$ cat src/rtl/lutfab_pkg.sv
// Shared definitions for the LUT routing fabric.
// Assumes: LUTs are 3-input, so each truth table is 8 bits wide.
package lutfab_pkg;
    typedef enum logic [1:0] {
        DIR_BYPASS = 2'd0,
        DIR_IN     = 2'd1,
        DIR_OUT    = 2'd2,
        DIR_NONE   = 2'd3
    } term_dir_e;

    localparam int LUT_IN = 3;
    localparam int TBL_W  = 2 ** LUT_IN;
endpackage

$ cat src/rtl/lutfab_sync2.sv
// Two-flop synchroniser bank for terminal inputs.
// Assumes: the fabric clock samples d; the reset is synchronous and active low.
module lutfab_sync2 #(
    parameter int W = 8
) (
    input  logic         clk,
    input  logic         rst_n,
    input  logic [W-1:0] d,
    output logic [W-1:0] q
);
    logic [W-1:0] stage1;
    logic [W-1:0] stage2;

    // Shift the terminal value through both stages; clear both on reset.
    always_ff @(posedge clk) begin
        if (!rst_n) begin
            stage1 <= '0;
            stage2 <= '0;
        end else begin
            stage1 <= d;
            stage2 <= stage1;
        end
    end

    assign q = stage2;

    p_sync_lag_r7: assert property (@(posedge clk) disable iff (!rst_n)
        $past(rst_n) |-> stage2 == $past(stage1));

    p_sync_clear_r8: assert property (@(posedge clk) disable iff (!rst_n)
        $rose(rst_n) |-> (stage1 == '0 && stage2 == '0));
endmodule

$ cat src/rtl/lutfab_srcmux.sv
// Source selector for one LUT input.
// Assumes: the code map is 0 = zero, 1..NCH = LUT feedback, then HALF
// pin-side codes, then HALF peripheral-side codes; any other code gives zero.
// The caller passes only the terminals of the LUT's own half.
module lutfab_srcmux #(
    parameter int NCH  = 8,
    parameter int SELW = 5
) (
    input  logic            clk,
    input  logic            rst_n,
    input  logic [SELW-1:0] sel,
    input  logic [NCH-1:0]  lut_v,
    input  logic [NCH/2-1:0] pin_v,
    input  logic [NCH/2-1:0] chip_v,
    output logic            y
);
    localparam int HALF      = NCH / 2;
    localparam int CODE_PIN  = NCH + 1;
    localparam int CODE_CHIP = NCH + HALF + 1;
    localparam int CODE_MAX  = NCH + 2 * HALF;

    // Decode the selector code into one source bit; unknown codes give 0.
    always_comb begin
        int code;
        code = int'(sel);
        y = 1'b0;
        for (int k = 0; k < NCH; k++) begin
            if (code == k + 1) y = lut_v[k];
        end
        for (int h = 0; h < HALF; h++) begin
            if (code == CODE_PIN + h)  y = pin_v[h];
            if (code == CODE_CHIP + h) y = chip_v[h];
        end
    end

    p_badsel_zero_r2: assert property (@(posedge clk) disable iff (!rst_n)
        (sel == '0 || sel > SELW'(CODE_MAX)) |-> y == 1'b0);
endmodule

$ cat src/rtl/lutfab_lut.sv
// One 3-input lookup table with a registered copy of its output.
// Assumes: the combinational output goes to the terminals, and the registered
// copy is the only path back into LUT inputs, so the fabric has no loops.
module lutfab_lut
    import lutfab_pkg::*;
(
    input  logic              clk,
    input  logic              rst_n,
    input  logic [TBL_W-1:0]  tbl,
    input  logic [LUT_IN-1:0] idx,
    output logic              y,
    output logic              fb
);
    assign y = tbl[idx];

    // Hold the LUT result for one cycle so that it can feed other LUTs.
    always_ff @(posedge clk) begin
        if (!rst_n) fb <= 1'b0;
        else        fb <= y;
    end

    p_fb_follow_r3: assert property (@(posedge clk) disable iff (!rst_n)
        $past(rst_n) |-> fb == $past(y));
endmodule

$ cat src/rtl/lutfab_term.sv
// Direction logic for one channel: its pin-side and peripheral-side terminals.
// Assumes: the direction codes come from lutfab_pkg, and the synchronised
// copies of the inputs come from the caller.
module lutfab_term
    import lutfab_pkg::*;
(
    input  logic [1:0] pin_dir,
    input  logic [1:0] chip_dir,
    input  logic       pin_sync,
    input  logic       chip_sync,
    input  logic       pin_in,
    input  logic       chip_in,
    input  logic       pin_in_s,
    input  logic       chip_in_s,
    input  logic       lut_y,
    output logic       pin_out,
    output logic       chip_out,
    output logic       pin_src,
    output logic       chip_src
);
    term_dir_e pd;
    term_dir_e cd;

    assign pd = term_dir_e'(pin_dir);
    assign cd = term_dir_e'(chip_dir);

    // Drive the pin side: pass-through in bypass, the LUT in output, else 0.
    always_comb begin
        case (pd)
            DIR_BYPASS: pin_out = chip_in;
            DIR_OUT:    pin_out = lut_y;
            default:    pin_out = 1'b0;
        endcase
    end

    // Drive the peripheral side with the same rule, mirrored.
    always_comb begin
        case (cd)
            DIR_BYPASS: chip_out = pin_in;
            DIR_OUT:    chip_out = lut_y;
            default:    chip_out = 1'b0;
        endcase
    end

    // Offer an input terminal to the LUTs, raw or synchronised.
    always_comb begin
        pin_src  = (pd == DIR_IN) ? (pin_sync  ? pin_in_s  : pin_in)  : 1'b0;
        chip_src = (cd == DIR_IN) ? (chip_sync ? chip_in_s : chip_in) : 1'b0;
    end
endmodule

$ cat src/rtl/lutfab_top.sv
// Eight-channel LUT routing fabric between peripheral and pin terminals.
// Assumes: the configuration ports are static while the fabric runs.
// LUT k drives only channel k, and LUTs read terminals of their own half.
module lutfab_top
    import lutfab_pkg::*;
#(
    parameter  int NCH  = 8,
    localparam int SELW = $clog2(1 + 2 * NCH)
) (
    input  logic                       clk,
    input  logic                       rst_n,
    input  logic                       du_in,
    input  logic [NCH-1:0]             pin_in,
    input  logic [NCH-1:0]             chip_in,
    output logic [NCH-1:0]             pin_out,
    output logic [NCH-1:0]             chip_out,
    input  logic [NCH*TBL_W-1:0]       cfg_tbl,
    input  logic [NCH*LUT_IN*SELW-1:0] cfg_sel,
    input  logic [2*NCH-1:0]           cfg_pin_dir,
    input  logic [2*NCH-1:0]           cfg_chip_dir,
    input  logic [NCH-1:0]             cfg_pin_sync,
    input  logic [NCH-1:0]             cfg_chip_sync
);
    localparam int HALF = NCH / 2;

    logic [NCH-1:0] pin_in_s;
    logic [NCH-1:0] chip_in_s;
    logic [NCH-1:0] pin_src;
    logic [NCH-1:0] chip_src;
    logic [NCH-1:0] lut_y;
    logic [NCH-1:0] lut_fb;

    lutfab_sync2 #(.W(NCH)) u_pin_sync (
        .clk   (clk),
        .rst_n (rst_n),
        .d     (pin_in),
        .q     (pin_in_s)
    );

    lutfab_sync2 #(.W(NCH)) u_chip_sync (
        .clk   (clk),
        .rst_n (rst_n),
        .d     (chip_in),
        .q     (chip_in_s)
    );

    for (genvar ch = 0; ch < NCH; ch++) begin : g_term
        lutfab_term u_term (
            .pin_dir   (cfg_pin_dir[2*ch +: 2]),
            .chip_dir  (cfg_chip_dir[2*ch +: 2]),
            .pin_sync  (cfg_pin_sync[ch]),
            .chip_sync (cfg_chip_sync[ch]),
            .pin_in    (pin_in[ch]),
            .chip_in   (chip_in[ch]),
            .pin_in_s  (pin_in_s[ch]),
            .chip_in_s (chip_in_s[ch]),
            .lut_y     (lut_y[ch]),
            .pin_out   (pin_out[ch]),
            .chip_out  (chip_out[ch]),
            .pin_src   (pin_src[ch]),
            .chip_src  (chip_src[ch])
        );

        p_bypass_pin_r9: assert property (@(posedge clk) disable iff (!rst_n)
            term_dir_e'(cfg_pin_dir[2*ch +: 2]) == DIR_BYPASS |-> pin_out[ch] == chip_in[ch]);

        p_bypass_chip_r9: assert property (@(posedge clk) disable iff (!rst_n)
            term_dir_e'(cfg_chip_dir[2*ch +: 2]) == DIR_BYPASS |-> chip_out[ch] == pin_in[ch]);

        p_out_follow_r10: assert property (@(posedge clk) disable iff (!rst_n)
            term_dir_e'(cfg_chip_dir[2*ch +: 2]) == DIR_OUT |-> chip_out[ch] == lut_y[ch]);
    end

    for (genvar k = 0; k < NCH; k++) begin : g_lut
        localparam int BASE = (k / HALF) * HALF;
        logic [LUT_IN-1:0] ins;

        for (genvar p = 0; p < LUT_IN; p++) begin : g_port
            logic [NCH-1:0] fb_v;
            if (p == 0 && k == 0) begin : g_du
                assign fb_v = {lut_fb[NCH-1:1], du_in};
            end else if (p == 0) begin : g_noself
                assign fb_v = {lut_fb[NCH-1:1], 1'b0};
            end else begin : g_full
                assign fb_v = lut_fb;
            end

            lutfab_srcmux #(.NCH(NCH), .SELW(SELW)) u_mux (
                .clk    (clk),
                .rst_n  (rst_n),
                .sel    (cfg_sel[(k*LUT_IN+p)*SELW +: SELW]),
                .lut_v  (fb_v),
                .pin_v  (pin_src[BASE +: HALF]),
                .chip_v (chip_src[BASE +: HALF]),
                .y      (ins[p])
            );
        end

        lutfab_lut u_lut (
            .clk   (clk),
            .rst_n (rst_n),
            .tbl   (cfg_tbl[k*TBL_W +: TBL_W]),
            .idx   (ins),
            .y     (lut_y[k]),
            .fb    (lut_fb[k])
        );

        if (k > 0) begin : g_chk
            p_du_only_lut0_r4: assert property (@(posedge clk) disable iff (!rst_n)
                cfg_sel[(k*LUT_IN)*SELW +: SELW] == SELW'(1) |-> ins[0] == 1'b0);
        end
    end
endmodule

$ cat config.mk
export PLATFORM = sky130hd
export DESIGN_NAME = lutfab_top
export DESIGN_NICKNAME = d
export VERILOG_FILES = /design/src/rtl/lutfab_pkg.sv /design/src/rtl/lutfab_sync2.sv /design/src/rtl/lutfab_srcmux.sv /design/src/rtl/lutfab_lut.sv /design/src/rtl/lutfab_term.sv /design/src/rtl/lutfab_top.sv
export SDC_FILE = /design/constraint.sdc
export NUM_CORES = 1
export LEC_CHECK = 0
export BUFFER_PORTS_ARGS = -buffer_cell sky130_fd_sc_hd__buf_4
export CAP_MARGIN = 5
export CORE_ASPECT_RATIO = 2
export CORE_MARGIN = 2
export CORE_UTILIZATION = 39
export CTS_BUF_LIST = sky130_fd_sc_hd__clkbuf_16
export DETAILED_ROUTE_END_ITERATION = 16
export PLACE_DENSITY = 0.7
export REMOVE_ABC_BUFFERS = 1
export SYNTH_ARGS = -nofsm -noshare
export SYNTH_HDL_FRONTEND = slang
export SYNTH_SLANG_ARGS = --single-unit
$ cat constraint.sdc
create_clock -name clk -period 4.27 [get_ports clk]
set_clock_uncertainty 0.05 [all_clocks]
set_input_delay 0.2135 -clock clk [delete_from_list [all_inputs] [get_ports clk]]
set_output_delay 0.2135 -clock clk [all_outputs]
set_load 0.05 [all_outputs]
==> out/metrics.yaml, run 1 <==
clock_tree:
  clk_latency_ns: 0.30
  cts_buffers: 5
  cts_tree: "built"
  ctsResizeCount: 0
  h-tree-depth: 2
  cts_buffer_depth: 2
  cts.sinks: 40
  cts_hold_buf: 0
  clk_pin_slew_ns: 0.07
  cts_setup_buffers: 0
  root_buffer: "clkbuf_16"
placement:
  io_buffers: 266
  routabilityCongestion: 0.987
  post-place-ws_ns: 0.832
  hpwlAfterDp_microns: 28400
  postPlaceCellArea_sq_um: 9930
sta:
  tns_ns: 0
  final-setup-viol-count: 0
  slew_headroom_pct: 31.3
  tightestPinTransition_ns: 1.03
  fin_crit_ns: 3.80
  hold_violations: 0
  fmax_mhz: 263
  rsz0062_at_grt: "false"
  drv_slew: 0
  finalCritPeriodShare_pct: 88.9
  setup_slack_ns: 0.474
setup_path:
  cp.required_ns: 4.01
  cp.arrival_ns: 3.53
  critPathMostFrequentCell: "buf_4"
  path_max_fanout: 12
  slowest_delay_ns: 0.69
  cp_num_buf_inv: 2
  slowest_stage: "dfxtp_1"
  worstSetupEndpointType: "primary output"
  worst-setup-path-type: "reg2out"
  crit_cells: 9
  cp_top_family: "compound AO/OA/AOI/OAI gates"
  reg2reg_depth: 8
  start_kind: "flip-flop"
  crit_chain: "buf_4, o211ai_1, o311a_1, a2111oi_0, o21ai_0, a32oi_1, mux2i_1, a211oi_1, buf_4"
route:
  drtIter0Drc: 655
  drt-total-wl_microns: 35600
  drc_errors: 0
  ant_nets: 0
  routedWlPerCell_microns: 22.5
  avgViaCountPerCell: 6.56
  vias: 10400
  drtPass1Iterations: 5
run_status:
  status: "complete, no violations"
synthesis:
  synth.avg_cell_area_sq_um: 7.07
  yosys-top-cells-area: "dfxtp_1, mux4_2, nor2_1, o21ai_0, nand3_1"
  synthArstFlopShare_pct: 0
  synth.top_cell.area_share_pct: 10.1
  synth_largest_area_cell: "dfxtp_1"
  synth_cells: 1124
  yosysUniqueCellTypes: 110
  netlist_area_sq_um: 7940
  synth_edf_count: 0
  ys_seq_area_share_pct: 10.1
  ys_dominant_reg_cell: "dfxtp_1"
  ys_seq_elements: 40
  synth_warnings: 0
power:
  power_leakage_uw: 0.00398
  comb_power_share_pct: 54.4
  switching_share_pct: 42.3
  seq_power_share_pct: 22.6
  power_density_nw_per_um2: 195
  p_sw_uw: 833
  p_int_uw: 1140
  p_clk_share_pct: 23.0
  ir_drop_uv: 135
global_route:
  grtUsageTotal_pct: 31.5
  grt_first_pass_wirelength_microns: 53200
  met1_usage_pct: 29.4
  grt_pass1_vias: 10100
  met2_usage_pct: 57.9
  globalRouteMet3Util_pct: 4.31
  grt-ovfl-total: 0
  busiest_layer: "met2"
  antenna_found_initial: 0
  grt_max_degree: 34
floorplan:
  die_height_microns: 206
  core-area_sq_um: 19900
  fp.dieW_microns: 105
  ios: 267
  dieArea_sq_um: 21600
  start_util_pct: 39.9
  rows: 73
finish:
  drive_gt1_share_pct: 28.1
  layout_commonest_cell: "buf_4"
  antenna-diode-count: 0
  area_growth_pct: 27.1
  design_area_sq_um: 10100
  final_cell_mix: "buf_4, nor2_1, nand2_1, o21ai_0, nand3_1"
  layout.nets: 1572
hold_path:
  hp-class: "in2reg"
  hold_path_depth: 2
flow_run:
  cap_viol_max_count: 0
-- metal layers --
metal	vias to the layer above	wire (microns)
li1	4771	-
met1	4852	11400
met2	581	18300
met3	180	2280
met4	0	3650
met5	-	0
-- power groups by stage --
stage / Combinational, uW / Sequential, uW / Clock, uW
finish: 1070 / 445 / 453
global route: 1150 / 448 / 477
CTS: 1060 / 444 / 464
detailed placement: 1050 / 452 / 0
global placement: 1040 / 451 / 0
floorplan: 528 / 443 / 0
-- worst reg2reg max path, cell delays in order (launching register included) --
cell       delay, ns
dfxtp_1         0.69
buf_4           0.34
o21ai_0         0.11
o21ai_0         0.15
o2111ai_1       0.12
o211ai_1        0.67
mux4_2          0.34
a21bo_2         0.24
a21oi_1         0.35
-- Yosys cell counts, types with 20 or more instances --
| master | instances |
|---|---|
| nand2_1 | 75 |
| a311oi_1 | 21 |
| inv_1 | 44 |
| nand3_1 | 57 |
| clkbuf_1 | 43 |
| nor3_1 | 31 |
| and2_1 | 44 |
| nand4_1 | 20 |
| nor2_1 | 93 |
| nand2b_1 | 22 |
| buf_4 | 20 |
| o21ai_0 | 62 |
| nor2b_1 | 34 |
| a21oi_1 | 55 |
| a211oi_1 | 26 |
| dfxtp_1 | 40 |
| mux2i_1 | 23 |
| and3_1 | 20 |
| buf_2 | 24 |
| o211ai_1 | 30 |
-- final cells by class --
cell class                      instances  area [sq um]
Fill cell                            2090          9820
Multi-Input combinational cell        944          6490
Timing Repair Buffer                  284          2130
Sequential cell                        40           801
Tap cell                              262           328
Inverter                               46           173
Clock buffer                            5           125
Clock inverter                          3          38.8
-- flip-flops by register name, indices dropped and copies added, names as in the netlist --
name,flops
u_chip_sync.q,8
u_pin_sync.stage1,8
u_chip_sync.stage1,8
g_lut.u_lut.fb,8
u_pin_sync.q,8
-- path summary, 6_finish.rpt --
kind	startpoint	endpoint	slack (ns)
setup reg to reg	g_lut[7].u_lut.fb	g_lut[4].u_lut.fb	1.09
hold / removal	chip_in[0]	u_chip_sync.stage1[0]	0.08
hold reg to reg	u_chip_sync.stage1[4]	u_chip_sync.q[4]	0.38
setup / recovery	g_lut[7].u_lut.fb	chip_out[3]	0.47
-- logic make-up (layout without fill, tap and decap cells) --
family                 after synthesis  count (layout)  share of synthesized area (%)
AOI/OAI and AO/OA                  397             397                           37.3
buffers and inverters              140             338                           8.14
DFF                                 40              40                           10.1
muxes                               62              62                           11.1
and+or+nand+nor                    485             485                           33.4
-- through the flow --
stage	hold slack (ns)	total power [uW]	util [%]	instances
2_1_floorplan	0.285	971	-	1030
3_3_place_gp	0.360	1490	49.9	1576
3_5_place_dp	0.370	1510	49.9	1576
4_1_cts	0.0764	1970	50.7	1584
5_1_grt	0.0850	2070	50.7	1584
6_report	0.0826	1970	50.7	1584
Power figures use the tool's default switching activity.
==> run 2, diff against run 1 <==
--- a/config.mk
+++ b/config.mk
@@ -14,5 +14,4 @@
 export DETAILED_ROUTE_END_ITERATION = 16
 export PLACE_DENSITY = 0.7
-export REMOVE_ABC_BUFFERS = 1
 export SYNTH_ARGS = -nofsm -noshare
 export SYNTH_HDL_FRONTEND = slang
==> constraint.sdc (replaced) <==
create_clock -name clk -period 4.79 [get_ports clk]
set_clock_uncertainty 0.05 [all_clocks]
set_input_delay 0.479 -clock clk [delete_from_list [all_inputs] [get_ports clk]]
set_output_delay 0.479 -clock clk [all_outputs]
set_load 0.05 [all_outputs]
==> out/metrics.yaml, run 2 (synthesis results as in run 1) <==
global_route:
  grtUsageTotal_pct: 32.0
  grt_first_pass_wirelength_microns: 54300
  antenna_found_initial: 4
  grt_max_degree: 34
  grt-ovfl-total: 0
  grt_pass1_vias: 10100
hold_path:
  hp-class: "in2reg"
  hold_path_depth: 2
  holdCritStartpoint: "chip_in[4]"
  worstHoldEndpoint: "u_chip_sync.stage1[4]"
sta:
  tns_ns: 0
  hold_violations: 0
  rsz0062_at_grt: "false"
  fmax_mhz: 233
  fin_crit_ns: 4.29
  drv_slew: 0
  tightestPinTransition_ns: 0.873
  finalCritPeriodShare_pct: 89.5
  final-setup-viol-count: 0
  fin_hold_ws_ns: 0.370
  slew_headroom_pct: 41.2
clock_tree:
  clk_latency_ns: 0.29
  root_buffer: "clkbuf_16"
  cts.sinks: 40
  cts_setup_buffers: 0
  cts_hold_buf: 0
  clk_pin_slew_ns: 0.06
  cts_tree: "built"
  ctsResizeCount: 0
  cts_buffer_depth: 2
  cts_buffers: 5
  h-tree-depth: 2
setup_path:
  start_kind: "flip-flop"
  r2r_start: "g_lut[4].u_lut.fb"
  cp.arrival_ns: 3.76
  rr_endpoint: "g_lut[5].u_lut.fb"
  path_max_fanout: 12
  worst-setup-path-type: "reg2out"
  cp.required_ns: 4.26
  reg2reg_depth: 8
  r2r_setup_slack_ns: 1.40
  worstSetupEndpointType: "primary output"
route:
  drc_errors: 0
  drtPass1Iterations: 7
  drt-total-wl_microns: 36400
  vias: 10400
  avgViaCountPerCell: 6.53
  routedWlPerCell_microns: 22.9
  ant_nets: 0
  drtIter0Drc: 607
finish:
  layout.nets: 1574
  layout_commonest_cell: "buf_4"
  drive_gt1_share_pct: 28.2
  fin_cells: 1589
  final_cell_mix: "buf_4, nor2_1, nand2_1, o21ai_0, nand3_1"
  design_area_sq_um: 10100
  area_growth_pct: 27.6
placement:
  postPlaceCellArea_sq_um: 9940
  io_buffers: 266
  routabilityCongestion: 0.995
  dp.cells: 1578
  hpwlAfterDp_microns: 28900
floorplan:
  fp.dieW_microns: 105
  ios: 267
  dieArea_sq_um: 21600
  core-area_sq_um: 19900
  start_util_pct: 39.9
  die_height_microns: 206
  rows: 73
power:
  power_leakage_uw: 0.00400
  p_total_uw: 1810
  ir_drop_uv: 169
  power_density_nw_per_um2: 179
flow_run:
  cap_viol_max_count: 0
synthesis:
  syn_nets: 1375
run_status:
  status: "complete, no violations"
run 2: cell types whose count changed in the layout (fill, tap and decap cells not counted):
cell / change
inv_1: -1
diode_2: +4
bufinv_16: +1
clkinv_2: -1
buf_4: +2
run 2: where the power goes:
group / leakage (uW) / switching (uW) / internal, uW / total [uW]
registers: 0.000331 / 42.6 / 354 / 397
logic: 0.00358 / 553 / 420 / 973
clock network: 0.0000899 / 145 / 296 / 441
run 2: metrics by stage:
stage / setup slack [ns] / util [%]
after floorplan: 1.62 / -
after global placement: 0.803 / 49.9
after detailed placement: 0.771 / 49.9
after CTS: 0.573 / 50.9
after global routing: 0.408 / 50.9
final: 0.501 / 50.9
run 2: worst max-delay path by stage:
| stage | from | slack (ns) | cells after the start | to |
|---|---|---|---|---|
| 6_report | g_lut[4].u_lut.fb | 0.50 | 9 | chip_out[5] |
| 5_1_grt | g_lut[4].u_lut.fb | 0.41 | 9 | chip_out[5] |
| 4_1_cts | g_lut[4].u_lut.fb | 0.57 | 9 | pin_out[5] |
| 3_5_place_dp | cfg_chip_sync[1] | 0.77 | 10 | pin_out[1] |
| 3_3_place_gp | cfg_pin_dir[9] | 0.80 | 10 | pin_out[5] |
| 2_1_floorplan | cfg_sel[95] | 1.62 | 10 | chip_out[6] |
run 2: critical path, stage by stage (launching register included):
cell and delay (ns):
dfxtp_1 0.74, nand2b_1 0.12, a22oi_1 0.17, o21ai_0 0.20
a2111oi_2 0.56, o21ai_0 0.29, and3_1 0.25, o311ai_1 0.70
a311oi_1 0.21, buf_4 0.24
run 2: final cells by class:
class | count | area [sq um]
Clock buffer | 5 | 125
Clock inverter | 2 | 60.1
Fill cell | 2073 | 9770
Tap cell | 262 | 328
Multi-Input combinational cell | 944 | 6490
Timing Repair Buffer | 286 | 2150
Antenna cell | 4 | 10.0
Sequential cell | 40 | 801
Inverter | 46 | 173
run 2: per-layer routing:
layer	vias to the layer above	track usage (%)	wire, microns	share of wire [%]
met1	4832	30.5	11600	32
li1	4771	-	-	-
met2	578	59.3	18600	51
met4	0	28.0	3700	10
met3	189	3.90	2450	6.7
met5	-	0	0	0
